### src/rtl/sar_pkg.sv
package sar_pkg;
  typedef enum logic {
    MODE_IDLE  = 1'b0,
    MODE_TRIAL = 1'b1
  } sar_mode_e;
endpackage

### src/rtl/sar_phase_gen.sv
module sar_phase_gen #(
  parameter int CLKS_PER_BIT = 8
) (
  input  logic clk,
  input  logic rst,
  output logic tick
);
  localparam int PW = (CLKS_PER_BIT > 1) ? $clog2(CLKS_PER_BIT) : 1;
  localparam logic [PW-1:0] LAST = PW'(CLKS_PER_BIT - 1);

  logic [PW-1:0] cnt_q;

  always_ff @(posedge clk) begin
    if (rst)               cnt_q <= '0;
    else if (cnt_q == LAST) cnt_q <= '0;
    else                   cnt_q <= cnt_q + 1'b1;
  end

  assign tick = (cnt_q == LAST);
endmodule

### src/rtl/sar_start_ctrl.sv
module sar_start_ctrl (
  input  logic clk,
  input  logic rst,
  input  logic cs_n,
  input  logic wr_n,
  input  logic tick,
  output logic set_now,
  output logic launch
);
  logic armed_q;

  assign set_now = ~cs_n & ~wr_n;

  // The armed flag is cleared on a slot tick only when the request is gone.
  always_ff @(posedge clk) begin
    if (rst)          armed_q <= 1'b0;
    else if (set_now) armed_q <= 1'b1;
    else if (tick)    armed_q <= 1'b0;
  end

  assign launch = armed_q & ~set_now & tick;
endmodule

### src/rtl/sar_bit_engine.sv
module sar_bit_engine
  import sar_pkg::*;
#(
  parameter int DATA_W = 8
) (
  input  logic              clk,
  input  logic              rst,
  input  logic              set_now,
  input  logic              launch,
  input  logic              tick,
  input  logic              cmp_hi,
  output logic [DATA_W-1:0] trial,
  output logic [DATA_W-1:0] result,
  output logic              intr_n
);
  localparam int IW = (DATA_W > 1) ? $clog2(DATA_W) : 1;
  localparam logic [IW-1:0] TOP_IDX = IW'(DATA_W - 1);
  localparam logic [DATA_W-1:0] MSB_ONLY = {1'b1, {(DATA_W-1){1'b0}}};

  sar_mode_e         mode_q;
  logic [IW-1:0]     idx_q;
  logic [DATA_W-1:0] trial_q;
  logic [DATA_W-1:0] result_q;
  logic              intr_n_q;
  logic [DATA_W-1:0] nxt;
  logic              last_bit;

  // Per-bit decision: the bit under test takes the comparator, the next one is set.
  for (genvar i = 0; i < DATA_W; i++) begin : g_bit
    if (i == DATA_W - 1) begin : g_top
      assign nxt[i] = (idx_q == IW'(i)) ? cmp_hi : trial_q[i];
    end else begin : g_low
      assign nxt[i] = (idx_q == IW'(i))     ? cmp_hi :
                      (idx_q == IW'(i + 1)) ? 1'b1   : trial_q[i];
    end
  end

  assign last_bit = (idx_q == '0);

  always_ff @(posedge clk) begin
    if (rst) begin
      mode_q   <= MODE_IDLE;
      idx_q    <= '0;
      trial_q  <= '0;
      result_q <= '0;
      intr_n_q <= 1'b1;
    end else if (set_now) begin
      mode_q   <= MODE_IDLE;
      idx_q    <= '0;
      trial_q  <= '0;
      intr_n_q <= 1'b1;
    end else if (launch) begin
      mode_q  <= MODE_TRIAL;
      idx_q   <= TOP_IDX;
      trial_q <= MSB_ONLY;
    end else if (mode_q == MODE_TRIAL && tick) begin
      trial_q <= nxt;
      if (last_bit) begin
        mode_q   <= MODE_IDLE;
        result_q <= nxt;
        intr_n_q <= 1'b0;
      end else begin
        idx_q <= idx_q - 1'b1;
      end
    end
  end

  assign trial  = trial_q;
  assign result = result_q;
  assign intr_n = intr_n_q;
endmodule

### src/rtl/sar_conv_ctrl.sv
module sar_conv_ctrl #(
  parameter int DATA_W       = 8,
  parameter int CLKS_PER_BIT = 8
) (
  input  logic              clk,
  input  logic              rst,
  input  logic              cs_n,
  input  logic              wr_n,
  input  logic              cmp_hi,
  output logic [DATA_W-1:0] trial,
  output logic [DATA_W-1:0] result,
  output logic              intr_n
);
  logic tick;
  logic set_now;
  logic launch;

  sar_phase_gen #(.CLKS_PER_BIT(CLKS_PER_BIT)) u_phase (
    .clk (clk),
    .rst (rst),
    .tick(tick)
  );

  sar_start_ctrl u_start (
    .clk    (clk),
    .rst    (rst),
    .cs_n   (cs_n),
    .wr_n   (wr_n),
    .tick   (tick),
    .set_now(set_now),
    .launch (launch)
  );

  sar_bit_engine #(.DATA_W(DATA_W)) u_engine (
    .clk    (clk),
    .rst    (rst),
    .set_now(set_now),
    .launch (launch),
    .tick   (tick),
    .cmp_hi (cmp_hi),
    .trial  (trial),
    .result (result),
    .intr_n (intr_n)
  );
endmodule

### config.mk
export PLATFORM = sky130hd
export DESIGN_NAME = sar_conv_ctrl
export DESIGN_NICKNAME = d
export VERILOG_FILES = /design/src/rtl/sar_pkg.sv /design/src/rtl/sar_phase_gen.sv /design/src/rtl/sar_start_ctrl.sv /design/src/rtl/sar_bit_engine.sv /design/src/rtl/sar_conv_ctrl.sv
export SDC_FILE = /design/constraint.sdc
export NUM_CORES = 1
export LEC_CHECK = 0
export ABC_AREA = 1
export BUFFER_PORTS_ARGS = -buffer_cell sky130_fd_sc_hd__buf_2
export CORE_MARGIN = 2
export CORE_UTILIZATION = 47
export CTS_BUF_LIST = sky130_fd_sc_hd__clkbuf_16
export DETAILED_ROUTE_END_ITERATION = 16
export HOLD_SLACK_MARGIN = 0.02
export MAX_ROUTING_LAYER = met4
export PLACE_DENSITY = 0.76
export SLEW_MARGIN = 20
export SYNTH_ARGS = -nofsm -noshare
export SYNTH_HDL_FRONTEND = slang
export SYNTH_HIERARCHICAL = 1
export SYNTH_SLANG_ARGS = --single-unit
### constraint.sdc
create_clock -name clk -period 3.15 [get_ports clk]
set_input_delay 0.1575 -clock clk [delete_from_list [all_inputs] [get_ports clk]]
set_output_delay 0.1575 -clock clk [all_outputs]
set_load 0.005 [all_outputs]
== Yosys cells after proc, flatten, opt, wreduce, memory -nomap -nowiden ==
Index checks and enable logic that the tools add are counted.
Cells by class
  mux-type cells: 25
  add/subtract/negate cells: 2
  bitwise logic cells: 7
  reduce and logical (&&, ||, !) cells: 12
  eq/ne operators: 9
Operators by type and width (count)
  1-bit two-way mux: 20
  8-bit two-way mux: 2
  3-bit equality test (second input constant): 5
  3-bit two-way mux: 3
  3-bit by 2-bit equality test with 1-bit output (second input constant): 2
  2-bit nonzero test: 3
  1-bit NOT: 4
  2-bit AND reduction: 2
  4-bit AND reduction: 1
  2-bit OR reduction: 2
  3-bit by 1-bit adder with 3-bit output (second input constant): 1
  1-bit bitwise AND: 3
  3-bit by 1-bit equality test with 1-bit output (second input constant): 1
  3-bit zero test: 1
  3-bit AND reduction: 1
  3-bit OR reduction: 1
  3-bit by 1-bit subtractor with 3-bit output (second input constant): 1
  2-bit != test (second input constant): 1
  1-bit logical AND: 1
Word-level totals
  word-level logic and storage cells: 63
  register bits: 25
  output and inout port bits: 17

== Longest topological paths before layout ==
  word-level depth: 7
  gate-level depth with buffers: 10
  gate-level depth less buffers: 10

== Modules after synthesis ==
The synthesis kept the hierarchy.
By module, submodules not included
  sar_bit_engine: area each 1137.3 um^2, instances 1, cells an instance 179, sequential area each 420.4 um^2
  sar_phase_gen: area each 117.6 um^2, instances 1, cells an instance 13, sequential area each 60.1 um^2
  sar_start_ctrl: area each 63.8 um^2, instances 1, cells an instance 10, sequential area each 20.0 um^2

== Worst setup path before layout ==
Ideal clock, no wire load.
  path kind: register -> register
  start: reg u_phase.cnt_q[0]
  end: reg u_engine.result_q[3] (netlist: u_engine/result[3])
  data required time: 3.037 ns
  buffers on the path: 1
  library setup time: 0.113 ns
  slack: 1.614 ns
  stages on the path, launching flop included: 10
  clock period less this slack: 1.536 ns
  data arrival time: 1.423 ns
  cell sequence: dfxtp_1 > ha_1 > ha_1 > nand2_1 > nor2_2 > nor2_1 > nand3_2 > buf_2 > nor2_1 > nor2_1
Between the ends
  word-level cells in the longest chain between the ends: 4
Ends and longest elaborated chain
  start, declared: RTL line sar_phase_gen.sv:11  | logic [PW-1:0] cnt_q;
  start signal, assigned: RTL line sar_phase_gen.sv:16  | else cnt_q <= cnt_q + 1'b1;
  3-bit equality test: RTL line sar_phase_gen.sv:19  | assign tick = (cnt_q == LAST);
  named net tick: RTL line sar_conv_ctrl.sv:14  | logic tick;
  1-bit bitwise AND: RTL line sar_start_ctrl.sv:21  | assign launch = armed_q & ~set_now & tick;
  named net launch: RTL line sar_conv_ctrl.sv:16  | logic launch;
  1-bit NOT (no line)
  4-bit AND reduction (no line)
  end signal, assigned: RTL line sar_bit_engine.sv:60  | result_q <= nxt;
  end, declared: RTL line sar_bit_engine.sv:23  | logic [DATA_W-1:0] result_q;
The timed path passes the listed nets, and every way through them passes these cells.
A chain may end at the register's enable or synchronous reset.

== Worst setup path in the final report ==
  start: reg u_phase.cnt_q[0]
  end: reg u_engine.result_q[2] (netlist: u_engine/result[2])
Between the ends
  word-level cells in the longest chain between the ends: 4
Ends and longest elaborated chain (RTL line)
  3-bit equality test (*): sar_phase_gen.sv:19
  named net tick: sar_conv_ctrl.sv:14
  1-bit bitwise AND: sar_start_ctrl.sv:21
  1-bit NOT (no line)
  4-bit AND reduction (no line) (*)
Mark *: on every way through the listed nets, which the timed path passes. The rest lies on a longest branch.

==> run metrics <==
RSZ-0062 raised after global routing=no; synthesized area=1320 um2; Post-route DRC=0; Final period util=0.565; htree depth=1; hold endpoint=u_start/armed_q$_SDFFE_PP0P_; sequential fraction of the synthesis area=0.380; core area=2710 um2; Critical Path Source Type=register; post-DR vias/cell=4.76; most crowded layer after global routing=met2; total power=0.629 mW; drt first pass iters=4; vias in the first global route=1093; min-delay worst type=in2reg; synth warn=6; R2R setup slack=1.37 ns; most used cell, CP=nand2_1; largest net degree at the start of global routing=16; met3 global-route usage=0.0317; total global routing overflow=0; endpoints failing setup=0; synth top area cells=dfxtp_1 38%, nand2_1 17%, inv_1 11%, ha_1 6.6%, nor2_1 6.0%; total track usage=0.174; Inserted Clock Buffers=3; WHS Path Cells=2; number of synthesized register bits=25; die height=57.0 um; Mapped Nets=~210; worst slack, placed=1.39 ns; Clock transition at path regs=roughly 0.06 ns; delay-heaviest family, CP=simple AND/OR/NAND/NOR gates; root buf cell=clkbuf_16; VDD IR max=between 0.3 and 0.4 mV; Global Route met2 Usage=0.274; GPL Wtd Cong=0.926; layout cells sized above 1=0.170; CP Capture Type=register; max incr delay on CP=0.33 ns; worst skew pair latency=0.26 ns; instance count on the critical path=8; R2R Path End=u_engine/result[2]$_SDFFE_PP0P_; CP Data Arrival Time=about 2.0 ns; most common cell after layout, fill and taps aside=nand2_1; nets=236; area leader, netlist=dfxtp_1; Ant. Diodes=0; Yosys top cell area share=0.380; Post-DP Area=1440 um2; I/O pins=22; final max-slew violation count=0; Final ANT Viol Nets=0; Initial Utilization=0.487; WL final=2470 um; fin util=0.561; Worst Hold Launch=rst; chip width=~57 um; global-route wire length before repair=4390 um; clock buffer depth=2; fin worst setup slack=1.37 ns; Max-slew headroom=0.682; reg-to-reg startpoint=u_phase/cnt_q[0]$_SDFF_PP0_; CTS Sinks=25; crit path cell chain=ha_1, ha_1, nand2_1, inv_2, nand3_2, nand2_1, nand2_1, nor2_1; Avg WL per Cell=9.72 um; hpwl dp=1930 um; commonest cells after routing, fill and taps aside=60 x nand2_1, 37 x inv_1, 25 x dfxtp_1; initial antenna violation count=0; Final Hold Fails=0; CTS tree=built; critical setup path kind=reg2reg; die footprint=between 3000 and 4000 um2; fillers=287; cell count after synthesis=202; max cap viols=0; power density cells=413 nW/um2; DR vias=1208; min cycle time layout=1.78 ns; Least-Margin Pin Slew=0.476 ns; final non-filler cell area=1520 um2; Buf/Inv on CP=1; outcome=complete, no violations; PostCTS Resize Cnt=0; Reg2Reg Depth=8; Yosys cell types=23; Post-CTS Hold Fix Bufs=0; setup TNS=0 ns; clk_skew=approximately 0.0024 ns; Setup Buffers After CTS=0; worst path required time=about 3.4 ns; crit path max fanout=13; Row Count=19; Leak Pwr=0.865 nW; syn_area_per_cell=6.53 um2; grt met1 use=0.213; synth-to-layout area growth=15.4%; Fmax achieved=between 0.5 and 0.6 GHz; slowest stage cell, crit path=dfxtp_1; initial DRC count=23; Port Buf Inserts=21
logic make-up (layout without fill, tap and decap cells):
kind of cell	count (synthesis)	in the layout	share of synthesized area
simple gates	106	106	0.342
fa+ha+maj	7	7	0.0664
buf+inv	46	67	0.139
flops	25	25	0.380
compound gates	18	18	0.0731
state kept, by name (all words and copies together) (netlist names):
| register | count |
|---|---|
| u_engine/idx_q | 3 |
| u_engine/intr_n | 1 |
| u_engine/mode_q | 1 |
| u_engine/result | 8 |
| u_engine/trial | 8 |
| u_phase/cnt_q | 3 |
| u_start/armed_q | 1 |
Yosys cell counts:
library cell,number
inv_2,4
o21ai_1,2
nand3b_1,1
nor2_2,2
o21ai_0,4
nand2_2,3
buf_6,1
a21oi_1,10
dfxtp_1,25
nor2_4,1
a21boi_1,1
inv_1,37
nand2_1,60
nand3_2,1
a21oi_2,1
nor2_1,21
inv_4,1
nand4_1,1
nand3_1,15
nor3_1,1
ha_1,7
clkbuf_1,2
buf_2,1
stage by stage:
stage                     instances  hold WS, ns
final                           254        0.127
after CTS                       254        0.129
after detailed placement        250        0.409
after floorplan                 202        0.220
after global placement          250        0.394
after global routing            254        0.151
metal layers:
metal / vias up / wire [um]
met5: - / 0
met4: 0 / 55
met3: 7 / 137
met2: 31 / 1120
met1: 521 / 1160
li1: 649 / -
power breakdown:
group	internal (mW)	switching, mW	leakage, nW	total, mW
Clock	0.172	0.111	0.0371	0.284
Combinational	0.00808	0.0156	0.626	0.0237
Sequential	0.320	0.00160	0.202	0.322
layout make-up:
cell class	instances	area (um2)	area share
well taps	31	38.8	0.0255
multi-input cells	131	634	0.417
clock buffers	3	75.1	0.0493
clock inverters	1	7.51	0.00493
inverters	42	160	0.105
repair buffers	21	105	0.0691
flip-flops and latches	25	500	0.329
worst max path at each step:
stage / startpoint / slack, ns / to
floorplan: u_phase/cnt_q[0]$_SDFF_PP0_ / 1.61 / u_engine/result[3]$_SDFFE_PP0P_
global placement: u_phase/cnt_q[0]$_SDFF_PP0_ / 1.44 / u_engine/result[3]$_SDFFE_PP0P_
detailed placement: u_phase/cnt_q[0]$_SDFF_PP0_ / 1.39 / u_engine/result[2]$_SDFFE_PP0P_
CTS: u_phase/cnt_q[0]$_SDFF_PP0_ / 1.37 / u_engine/result[2]$_SDFFE_PP0P_
global route: u_phase/cnt_q[0]$_SDFF_PP0_ / 1.13 / u_engine/result[2]$_SDFFE_PP0P_
finish: u_phase/cnt_q[0]$_SDFF_PP0_ / 1.37 / u_engine/result[2]$_SDFFE_PP0P_
worst reg2reg max path, stage by stage, from the launching register on:
cell	delay, ns
dfxtp_1	0.33
ha_1	0.15
ha_1	0.19
nand2_1	0.28
inv_2	0.25
nand3_2	0.25
nand2_1	0.13
nand2_1	0.06
nor2_1	0.09
No activity file was read; power rests on OpenSTA's default activity.
